`config.mk`:
```
export PLATFORM = sky130hd
export DESIGN_NAME = fcmp_unit
export DESIGN_NICKNAME = d
export VERILOG_FILES = /design/src/rtl/fcmp_pkg.sv /design/src/rtl/fcmp_classify.sv /design/src/rtl/fcmp_decide.sv /design/src/rtl/fcmp_stage.sv /design/src/rtl/fcmp_unit.sv
export SDC_FILE = /design/constraint.sdc
export NUM_CORES = 1
export LEC_CHECK = 0
export BUFFER_PORTS_ARGS = -buffer_cell sky130_fd_sc_hd__buf_4
export CAP_MARGIN = 20
export CORE_MARGIN = 5
export CORE_UTILIZATION = 45
export CTS_BUF_LIST = sky130_fd_sc_hd__clkbuf_8 sky130_fd_sc_hd__clkbuf_16
export DETAILED_ROUTE_END_ITERATION = 12
export PLACE_DENSITY = 0.75
export SYNTH_ARGS = -nofsm -noshare
export SYNTH_HDL_FRONTEND = slang
export SYNTH_HIERARCHICAL = 1
export SYNTH_SLANG_ARGS = --single-unit
```
`constraint.sdc`:
```
create_clock -name clk -period 1.2 [get_ports clk]
set_input_delay 0.12 -clock clk [delete_from_list [all_inputs] [get_ports clk]]
set_output_delay 0.12 -clock clk [all_outputs]
set_load 0.01 [all_outputs]
```
`src/rtl/fcmp_pkg.sv`:
```
package fcmp_pkg;

  typedef enum logic [2:0] {
    FC_ZERO = 3'd0,
    FC_SUB  = 3'd1,
    FC_NORM = 3'd2,
    FC_INF  = 3'd3,
    FC_QNAN = 3'd4,
    FC_SNAN = 3'd5
  } fclass_e;

  // condition code bit positions
  localparam int CC_LT = 3;
  localparam int CC_GT = 2;
  localparam int CC_EQ = 1;
  localparam int CC_UN = 0;
  localparam int CC_W  = 4;

  // magnitude rank of a non-NaN class: zero < finite nonzero < infinity
  function automatic logic [1:0] mag_rank(input fclass_e c);
    case (c)
      FC_ZERO:         return 2'd0;
      FC_SUB, FC_NORM: return 2'd1;
      default:         return 2'd2;
    endcase
  endfunction

  function automatic logic is_nan(input fclass_e c);
    return (c == FC_QNAN) || (c == FC_SNAN);
  endfunction

endpackage

```
`src/rtl/fcmp_classify.sv`:
```
module fcmp_classify
  import fcmp_pkg::*;
#(
  parameter int EXP_W  = 11,
  parameter int FRAC_W = 52,
  localparam int WORD_W = 1 + EXP_W + FRAC_W,
  localparam int MAG_W  = EXP_W + FRAC_W
) (
  input  logic [WORD_W-1:0] operand,
  output logic              sign,
  output fclass_e           cls,
  output logic [MAG_W-1:0]  mag
);

  logic [EXP_W-1:0]  expo;
  logic [FRAC_W-1:0] frac;
  logic              exp_max;
  logic              exp_min;
  logic              frac_nz;

  assign sign    = operand[WORD_W-1];
  assign expo    = operand[MAG_W-1:FRAC_W];
  assign frac    = operand[FRAC_W-1:0];
  assign mag     = operand[MAG_W-1:0];
  assign exp_max = &expo;
  assign exp_min = ~|expo;
  assign frac_nz = |frac;

  always_comb begin
    if (exp_max) begin
      if (!frac_nz)              cls = FC_INF;
      else if (frac[FRAC_W-1])   cls = FC_QNAN;
      else                       cls = FC_SNAN;
    end else if (exp_min) begin
      cls = frac_nz ? FC_SUB : FC_ZERO;
    end else begin
      cls = FC_NORM;
    end
  end

endmodule

```
`src/rtl/fcmp_decide.sv`:
```
module fcmp_decide
  import fcmp_pkg::*;
#(
  parameter int EXP_W  = 11,
  parameter int FRAC_W = 52,
  localparam int MAG_W = EXP_W + FRAC_W
) (
  input  logic             sign_a,
  input  fclass_e          cls_a,
  input  logic [MAG_W-1:0] mag_a,
  input  logic             sign_b,
  input  fclass_e          cls_b,
  input  logic [MAG_W-1:0] mag_b,
  input  logic             ordered,
  input  logic             trap_en,
  output logic [CC_W-1:0]  cc,
  output logic             snan_flag,
  output logic             vc_flag
);

  logic       nan_any;
  logic       snan_any;
  logic       qnan_any;
  logic       zero_both;
  logic [1:0] rank_a;
  logic [1:0] rank_b;
  logic       abs_lt;
  logic       abs_gt;

  assign nan_any   = is_nan(cls_a) || is_nan(cls_b);
  assign snan_any  = (cls_a == FC_SNAN) || (cls_b == FC_SNAN);
  assign qnan_any  = (cls_a == FC_QNAN) || (cls_b == FC_QNAN);
  assign zero_both = (cls_a == FC_ZERO) && (cls_b == FC_ZERO);
  assign rank_a    = mag_rank(cls_a);
  assign rank_b    = mag_rank(cls_b);

  // magnitude order: class rank first, then the packed exponent/fraction
  always_comb begin
    if (rank_a != rank_b) begin
      abs_lt = rank_a < rank_b;
      abs_gt = rank_a > rank_b;
    end else begin
      abs_lt = mag_a < mag_b;
      abs_gt = mag_a > mag_b;
    end
  end

  always_comb begin
    cc        = '0;
    snan_flag = 1'b0;
    vc_flag   = 1'b0;
    if (nan_any) begin
      cc[CC_UN] = 1'b1;
      snan_flag = snan_any;
      vc_flag   = ordered && (trap_en || qnan_any);
    end else if (zero_both) begin
      cc[CC_EQ] = 1'b1;
    end else if (sign_a != sign_b) begin
      if (sign_a) cc[CC_LT] = 1'b1;
      else        cc[CC_GT] = 1'b1;
    end else if (abs_lt) begin
      if (sign_a) cc[CC_GT] = 1'b1;
      else        cc[CC_LT] = 1'b1;
    end else if (abs_gt) begin
      if (sign_a) cc[CC_LT] = 1'b1;
      else        cc[CC_GT] = 1'b1;
    end else begin
      cc[CC_EQ] = 1'b1;
    end
  end

endmodule

```
`src/rtl/fcmp_stage.sv`:
```
module fcmp_stage #(
  parameter int PAY_W = 6
) (
  input  logic             clk,
  input  logic             rst_n,
  input  logic             up_valid,
  output logic             up_ready,
  input  logic [PAY_W-1:0] up_data,
  output logic             dn_valid,
  input  logic             dn_ready,
  output logic [PAY_W-1:0] dn_data
);

  logic             full_q;
  logic [PAY_W-1:0] data_q;

  assign up_ready = !full_q || dn_ready;
  assign dn_valid = full_q;
  assign dn_data  = data_q;

  always_ff @(posedge clk or negedge rst_n) begin
    if (!rst_n) begin
      full_q <= 1'b0;
      data_q <= '0;
    end else if (up_valid && up_ready) begin
      full_q <= 1'b1;
      data_q <= up_data;
    end else if (dn_ready) begin
      full_q <= 1'b0;
    end
  end

endmodule

```
`src/rtl/fcmp_unit.sv`:
```
module fcmp_unit
  import fcmp_pkg::*;
#(
  parameter int EXP_W  = 11,
  parameter int FRAC_W = 52,
  localparam int WORD_W = 1 + EXP_W + FRAC_W,
  localparam int MAG_W  = EXP_W + FRAC_W,
  localparam int PAY_W  = CC_W + 2
) (
  input  logic              clk,
  input  logic              rst_n,
  input  logic              in_valid,
  output logic              in_ready,
  input  logic [WORD_W-1:0] op_a,
  input  logic [WORD_W-1:0] op_b,
  input  logic              ordered_mode,
  input  logic              inv_trap_en,
  output logic              out_valid,
  input  logic              out_ready,
  output logic [CC_W-1:0]   cc,
  output logic              flag_snan,
  output logic              flag_vc
);

  localparam int N_OPS = 2;

  logic [WORD_W-1:0] opnd   [N_OPS];
  logic              sgn    [N_OPS];
  fclass_e           cls    [N_OPS];
  logic [MAG_W-1:0]  mag    [N_OPS];

  assign opnd[0] = op_a;
  assign opnd[1] = op_b;

  for (genvar gi = 0; gi < N_OPS; gi++) begin : g_cls
    fcmp_classify #(.EXP_W(EXP_W), .FRAC_W(FRAC_W)) u_cls (
      .operand (opnd[gi]),
      .sign    (sgn[gi]),
      .cls     (cls[gi]),
      .mag     (mag[gi])
    );
  end

  logic [CC_W-1:0]  cc_c;
  logic             snan_c;
  logic             vc_c;
  logic [PAY_W-1:0] res_q;

  fcmp_decide #(.EXP_W(EXP_W), .FRAC_W(FRAC_W)) u_dec (
    .sign_a    (sgn[0]),
    .cls_a     (cls[0]),
    .mag_a     (mag[0]),
    .sign_b    (sgn[1]),
    .cls_b     (cls[1]),
    .mag_b     (mag[1]),
    .ordered   (ordered_mode),
    .trap_en   (inv_trap_en),
    .cc        (cc_c),
    .snan_flag (snan_c),
    .vc_flag   (vc_c)
  );

  fcmp_stage #(.PAY_W(PAY_W)) u_stage (
    .clk      (clk),
    .rst_n    (rst_n),
    .up_valid (in_valid),
    .up_ready (in_ready),
    .up_data  ({cc_c, snan_c, vc_c}),
    .dn_valid (out_valid),
    .dn_ready (out_ready),
    .dn_data  (res_q)
  );

  assign cc        = res_q[PAY_W-1:2];
  assign flag_snan = res_q[1];
  assign flag_vc   = res_q[0];

endmodule

```
==> results of run 1 <==
worst max-delay path, delay by kind of cell:
family                     cells  cell delay, ps
muxes                          1             260
adders and majority gates      1             310
xor gates and xnor gates       1             160
AOI/OAI and AO/OA              3             520
and+or+nand+nor                7            1730
buffers and inverters          1             100
cells by family after synthesis:
logic type | after synthesis | share of synthesized area [%]
DFF | 7 | 4.87
xor gates and xnor gates | 3 | 0.731
AOI/OAI and AO/OA | 62 | 12.0
buffers and inverters | 198 | 34.1
adders and majority gates | 65 | 22.6
muxes | 6 | 2.51
and+or+nand+nor | 133 | 23.2
through the flow:
step                utilization [%]  cells  power [mW]
floorplan                         -    474        1.09
global placement               61.8    711        1.62
finish                         66.8    724        2.08
detailed placement             61.8    711        1.68
CTS                            65.2    718        2.06
global route                   66.8    724        2.25
registers in the layout, indices dropped and copies added, names as in the netlist:
signal and flops:
u_stage/dn_data 6, u_stage/dn_valid 1
repair_timing:
action	4_1_cts	5_1_grt
endpoints found under the hold margin	7	0
gates cloned	0	0
resized for setup	33	19
buffers inserted	3	10
pin swaps	12	7
endpoints found under the setup margin	6	6
hold buffers	1	0
power by group:
group / total (mW) / switching, mW / internal [mW] / leakage (nW)
sequential: 0.269 / 0.0136 / 0.255 / 0.0894
combinational: 1.48 / 0.617 / 0.864 / 2.64
clock: 0.330 / 0.108 / 0.222 / 0.0269
cell type report:
cell class / instances / area, µm²
fillers: 633 / 2580
multi-input cells: 269 / 2470
repair buffers: 273 / 2120
flip-flops and latches: 7 / 175
clock buffers: 3 / 41.3
clock inverters: 1 / 3.75
inverters: 69 / 259
well taps: 102 / 128
synth_stat cells, types with 2 or more instances:
library cell | count | area share (%)
a21oi_1 | 27 | 3.8
dfrtp_1 | 7 | 4.9
a21o_1 | 4 | 0.84
nor2b_1 | 2 | 0.35
mux2_4 | 6 | 2.5
nor4_1 | 25 | 4.3
inv_1 | 69 | 7.2
nor2_1 | 11 | 1.1
nand3_1 | 14 | 1.9
nand2_2 | 3 | 0.52
a221oi_1 | 2 | 0.49
o221a_1 | 2 | 0.63
o21a_1 | 4 | 0.84
xor2_1 | 2 | 0.49
nor3_1 | 11 | 1.5
ha_1 | 65 | 23
nand2_1 | 17 | 1.8
o22ai_1 | 4 | 0.70
nand2b_1 | 6 | 1.0
buf_4 | 129 | 27
o21ai_0 | 3 | 0.42
o21ai_1 | 3 | 0.42
nand4_1 | 23 | 4.0
a211oi_1 | 4 | 0.84
nor4_2 | 11 | 3.8
worst paths after layout:
kind	start	to	slack, ps	depth (start not counted)
max	op_a[29]	u_stage/dn_data[5]$_DFFE_PN0P_	-1900	14
min	in_valid	u_stage/dn_valid$_DFFE_PN0P_	110	2
max reg2reg	u_stage/dn_valid$_DFFE_PN0P_	u_stage/dn_data[4]$_DFFE_PN0P_	180	3
min reg2reg	u_stage/dn_data[3]$_DFFE_PN0P_	u_stage/dn_data[3]$_DFFE_PN0P_	520	1
max in group asynchronous	rst_n	u_stage/dn_data[5]$_DFFE_PN0P_	840	2
min in group asynchronous	rst_n	u_stage/dn_valid$_DFFE_PN0P_	240	2
placed cells by master (no fill, tap or decap), drive strengths merged, types with 2 or more instances in the layout:
master and n:
nand3 14, a221oi 2, nand2b 7, a21o 4
or4 2, dfrtp 7, a21oi 27, clkbuf 3
xor2 2, o22ai 4, inv 70, buf 272
a211oi 5, nand2 21, nor4 36, o221a 2
o21ai 6, o21a 4, nand4 24, ha 65
mux2 6, nor2b 2, a2111oi 2, nor3 11
nor2 11
metal layers:
layer	vias up	wire [µm]	part of all wire, %	global-route usage [%]
met5	-	0	0	0
met2	127	5570	52	39.9
met4	0	376	3.5	7.88
met3	28	535	5.0	2.73
li1	1845	-	-	-
met1	1664	4220	39	23.2
==> flow_results.org, run 1 <==
** Setup path
- Crit path kind :: input pin to flip-flop
- STA classifies the critical path endpoint as a flip-flop.
- Data on the critical path is required at its endpoint by 1310 ps.
- On the critical path, the stage with the largest delay is an instance of or4_4.
- WP data arrival :: 3210 ps
- Critical Path Fanout Max :: 3
- Startpoint Class :: input pin
- Critical Path, Cell by Cell :: buf_6 > nor4_4 > nand4_1 > nor4_4 > o21a_1 > xor2_1 > nand2b_1 > ha_1 > nand2_2 > or4_4 > nor4_4 > a21oi_2 > o221a_1 > mux2_4
- Most repeated library cell on the critical path :: nor4_4
- For this run, the slowest stage of the critical path takes 490 ps.

** Timing
- The number of max-slew violations in the final report is 0.
- In this run the tightest slew margin relative to its limit is 62.7%.
- The hold violation total from the final report is 0.
- Period minus WS final :: 3100 ps
- Setup violations remaining at the end of the flow were counted as 6.
- Share of the clock period used by the worst path :: 259%
- Total negative slack for setup checks :: -8690 ps
- Worst Slack Setup Final :: -1900 ps
- Setup repair after global routing could not meet its margin everywhere.
- The clock arrives with 0.590 ps of skew.
- Across all hold checks on the routed design, the worst slack comes to 106 ps.
- Timing would allow up to 322 MHz.
- At the pin with the least slew margin, the transition time is 546 ps.

** Clock tree
- TritonCTS buffer count :: 3
- Number of sinks handled by clock tree synthesis :: 7
- The tree is rooted in a clkbuf_8.
- In this run the number of H-tree levels came out at 1.
- After clock tree synthesis, the clock-pin slew on the worst setup and hold paths is 40 ps.
- The longest clock path from root to sink contains 2 buffers.
- The clock reaches the later pin of the worst-skew pair after 230 ps.
- TritonCTS built the clock tree.

** Synthesis
- Sequential element share of the synthesized area :: 4.87%
- Post-synth design cell area :: 0.00360 mm²
- Post-synthesis net count :: 673
- For this run, asynchronously set or reset flops after synthesis account for 100%.
- Number of library cell types mapped by synthesis :: 45
- Synth Flop Type :: dfrtp_1
- Synthesized area per cell :: 7.59 µm²
- During synthesis, Yosys emitted a total of 6 warnings.
- EDFF count, synth :: 0
- Synthesized instance count :: 474
- Flip-flop and latch count after synthesis :: 7

** Detailed routing
- For this run, the detailed router's first-pass iteration total came to 5.
- In the final routed layout, each cell accounts on average for 14.8 µm.
- DRC violation total after the first TritonRoute iteration :: 128
- Routed Wire Length :: 10,700 µm
- After detailed routing, the number of remaining DRC violations is 0.
- Vias post-DR :: 3,664
- The count of nets left with antenna violations once routing finished came out at 0.
- In the routed layout, each cell is associated on average with a via count of 5.06.

** Outcome
- The checks that failed: setup timing.
- Run status :: finished with violations

** Place
- OpenSTA, run right after detailed placement, puts the worst setup slack at -2320 ps.
- Port buffering added 141 buffers.
- Dpl cell area :: 0.00480 mm²
- Routability-driven placement finished with a final weighted congestion of 0.954.
- The wire-length estimate of the detail-placed layout is 9550 µm.

** Floorplan
- In this run the standard cell core region covers 0.00777 mm².
- DIE WIDTH :: 99.4 µm
- After floorplanning, the core was divided into 32 placement rows.
- The die is 99.4 µm tall.
- Pin placement for this block handled 142 I/O pins.
- The initial utilization of the core area, before any placement, comes to 46.3%.
- Floorplan die area :: 0.00988 mm²

** GRT
- The first global-routing pass estimated 17,100 µm of wire.
- For this run, the total global-route usage over all layers was measured as 20.9%.
- Total global routing overflow :: 0
- The via count of the first global-routing pass is 3,940.
- Maximum number of pins on one net before global-route repair :: 8
- The initial antenna violation count came to 0.

** Min path
- The tightest min-delay check is of the input pin to flip-flop type.

** Cells and area
- Finished Cell Area :: 0.00519 mm²
- The repair_antennas step left the layout with diodes totalling 0.
- After the last flow step, the layout net total stands at 822.
- Share of post-route cells with drive strength above 1 :: 52.6%
- Compared with the post-synthesis result, the final layout area differs by 44.3%.

** Power and ir drop
- IR analysis of the VDD net gives a maximum drop of 271 µV.
- Leakage power :: 2.76 nW
- In this run the power density over the cells is 401 mW/mm².

** Flow run
- Maximum capacitance violations :: 0
(Power assumes the default switching activity.)
==> inputs of run 2 (changes only) <==
- ABC_CLOCK_PERIOD_IN_PS: unset -> 1200
- CORE_MARGIN: 5 -> 3
==> run 2 against run 1 <==
Effect of this change: the flow still finishes with violations (setup timing); clock power about the same; via count increased by 0.35%; sequential share of layout area hardly changed; worst setup slack improved by 19 ps; die area fell by 7.9%; register-to-register slack about the same; first-iteration DRC count shrank 13%; count of clock-buffer cells in the layout unchanged; final area rose by 0.19%; critical path type unchanged; largest power group unchanged; highest routed layer unchanged.
==> flow_results.org, run 2 (same netlist as run 1, synthesis figures left out) <==
** Clock tree
- TritonCTS clock tree :: yes
- The post-CTS clock slew at the launch and capture registers of the worst setup and hold paths is 40 ps (about the same).
- The number of H-tree branching levels came to 1 (unchanged).
- Clock Latency Late Sink :: 230 ps (about the same)
- The TritonCTS buffer count was 3 (unchanged).
- The root buffer cell chosen for the clock tree is clkbuf_8.
- Number of sinks handled by clock tree synthesis :: 7 (unchanged)
- Worst-case clock buffer depth :: 2 (unchanged)

** GRT
- Overall routing resource usage :: 22.1% (+1.2 points)
- The global-route congestion overflow total was 0 (unchanged).
- The initial antenna violation count was 0 (unchanged).
- The largest net degree at the start of global routing came to 8 (unchanged).
- Via count of the first global-routing pass :: 3,732 (-5.3%)
- The first-pass GRT wire length was 16,100 µm (-6.2%).

** Flow run
- The number of max-cap violations was 0 (unchanged).

** Power and ir drop
- Post-layout power :: 2.07 mW (-0.68%)
- The worst IR drop on VDD came to 251 µV (-7.4%).
- Power per cell area :: 397 mW/mm² (-0.87%)
- Leakage power :: 2.76 nW (+0.23%)

** Detailed routing
- The number of nets still failing antenna checks after routing was 0 (unchanged).
- The number of DRC violations after detailed routing was 0 (unchanged).
- Number of detailed-route iterations in the first pass :: 5 (unchanged)
- Via density per instance :: 5.09 (+0.49%)
- Final routed wire length divided by cell count :: 14.4 µm (-2.3%)
- Vias post-DR :: 3,677 (+0.35%)
- The number of design-rule violations left by the first detailed-router iteration came to 111 (-13%).
- Routed Wire Length :: 10,400 µm (-2.4%)

** Cells and area
- The antenna diode count came to 0 (unchanged).
- The total area of multi-input combinational cells is 0.00247 mm² (+0.10%).
- The summed area of non-filler cells in the final layout was 0.00520 mm² (+0.19%).
- Commonest non-fill, non-tap cell in the layout :: buf_4
- The total number of nets in the final design came to 824 (+0.24%).
- Total of fill cells in the finished design :: 601 (-5.1%)
- Max FFs per register :: 6 (unchanged)
- The proportion of layout cells with a drive suffix above 1 was 53.0% (+0.47 points).
- Sequential cell area :: 175 µm² (unchanged)
- In the layout the commonest cells are 259 x buf_4, 70 x inv_1, 65 x ha_1.
- The final core utilization came to 69.5% (+2.6 points).
- Area Growth Syn to Fin :: 44.6%

** Timing
- The clock skew after layout was 1.23 ps (+0.638 ps).
- Remaining max-slew budget at the tightest pin :: 70.8% (+8.2 points)
- Setup-violating endpoint count in the final report :: 6 (unchanged)
- Share of the clock period used by the worst path :: 257% (-1.6 points)
- The post-layout minimum cycle time is 3080 ps (-19.3 ps).
- The highest clock frequency the design can meet is 324 MHz (+0.63%).
- The final total negative setup slack is -8750 ps (-55.0 ps).
- Final Hold Viols :: 0 (unchanged)
- The worst path setup slack after routing was -1880 ps (+19.3 ps).
- The transition at the pin with the smallest max-transition slack is 427 ps (-119 ps).
- The number of max-slew violations in the final report was 0 (unchanged).
- RSZ-0062 raised after global routing :: true

** Place
- The routability congestion estimate from global placement was 0.887 (-7.1%).
- The worst slack after detailed placement is -2270 ps (+43.2 ps).
- The half-perimeter wire length of the detailed placement result is 9070 µm (-5.0%).
- The area after detailed placement is 0.00481 mm² (+0.23%).
- The port buffer count is 141 (unchanged).

** Floorplan
- The number of core rows was 31 (-3.1%).
- Chip Height :: 95.4 µm (-4.0%)
- Initial standard-cell utilization of the core :: 48.0% (+1.7 points)
- DIE WIDTH :: 95.4 µm (-4.0%)
- The area enclosed by the die boundary was 0.00910 mm² (-7.9%).
- The number of ports placed on the die boundary came to 142 (unchanged).
- The placeable core area was 0.00749 mm² (-3.6%).

** Outcome
- The run finished, with violations left.
- The checks that failed: setup timing.

** Min path
- The worst hold path cell count came to 2 (unchanged).
- Min-Delay Path Class :: input pin to flip-flop

** Setup path
- The cell depth of the worst flop-to-flop path came to 3 (unchanged).
- Crit path kind :: input pin to flip-flop
- STA classifies the critical path endpoint as a flip-flop.
- WP data arrival :: 3190 ps (-20 ps)
- The critical-path maximum fanout came to 3 (unchanged).
- The worst setup path is launched from an input pin.
- Required time reported for the critical path endpoint :: 1310 ps (about the same)
## run 2: cell type report
| type | instances | share of cell area [%] |
|---|---|---|
| multi-input cells | 269 | 47.5 |
| repair buffers | 275 | 40.9 |
| clock buffers | 3 | 0.794 |
| inverters | 69 | 4.98 |
| well taps | 99 | 2.38 |
| clock inverters | 1 | 0.0722 |
| flip-flops and latches | 7 | 3.37 |
## run 2: stage by stage
| stage | hold slack [ps] | std cells |
|---|---|---|
| finish | 107 | 723 |
| global route | 110 | 723 |
| CTS | 105 | 718 |
| detailed placement | -65.0 | 710 |
| global placement | -67.5 | 710 |
| floorplan | -176 | 474 |
## run 2: path summary, 6_finish.rpt
path,from,slack (ps),end
max in group asynchronous,rst_n,820,u_stage/dn_data[1]$_DFFE_PN0P_
worst min register to register,u_stage/dn_data[2]$_DFFE_PN0P_,510,u_stage/dn_data[2]$_DFFE_PN0P_
worst min-delay path,in_valid,110,u_stage/dn_valid$_DFFE_PN0P_
worst max register to register,u_stage/dn_valid$_DFFE_PN0P_,180,u_stage/dn_data[3]$_DFFE_PN0P_
min in group asynchronous,rst_n,260,u_stage/dn_data[5]$_DFFE_PN0P_
worst max-delay path,op_a[44],-1880,u_stage/dn_data[4]$_DFFE_PN0P_
## run 2: repair_timing
item	CTS	global route
setup endpoints to repair	6	6
buffers inserted	4	9
resized for setup	42	10
hold buffers	1	0
pin swaps	15	4
endpoints found under the hold margin	7	0
## run 2: worst max-delay path, cell delays in order
cell and delay (ps):
buf_8 100, nor4_4 260, nand4_1 240, nor4_4 380
o21a_1 190, xor2_1 150, nand2b_1 70, ha_1 300
nand2_2 70, or4_4 490, nor4_4 180, a21oi_2 110
o221a_1 260, mux2_4 260
## run 2: layer usage
metal / routed length (µm) / up-vias / track usage [%] / share of wire [%]
met5: 0 / - / 0 / 0
met4: 189 / 0 / 4.62 / 1.8
met3: 575 / 16 / 2.21 / 5.5
met2: 5550 / 102 / 44.1 / 53
met1: 4130 / 1714 / 24.9 / 40
li1: - / 1845 / - / -
## run 2: report_power, final
group	switching (mW)	leakage, nW	internal (mW)
combinational	0.612	2.65	0.859
sequential	0.0124	0.0894	0.255
clock	0.105	0.0269	0.221
total	0.730	2.76	1.34
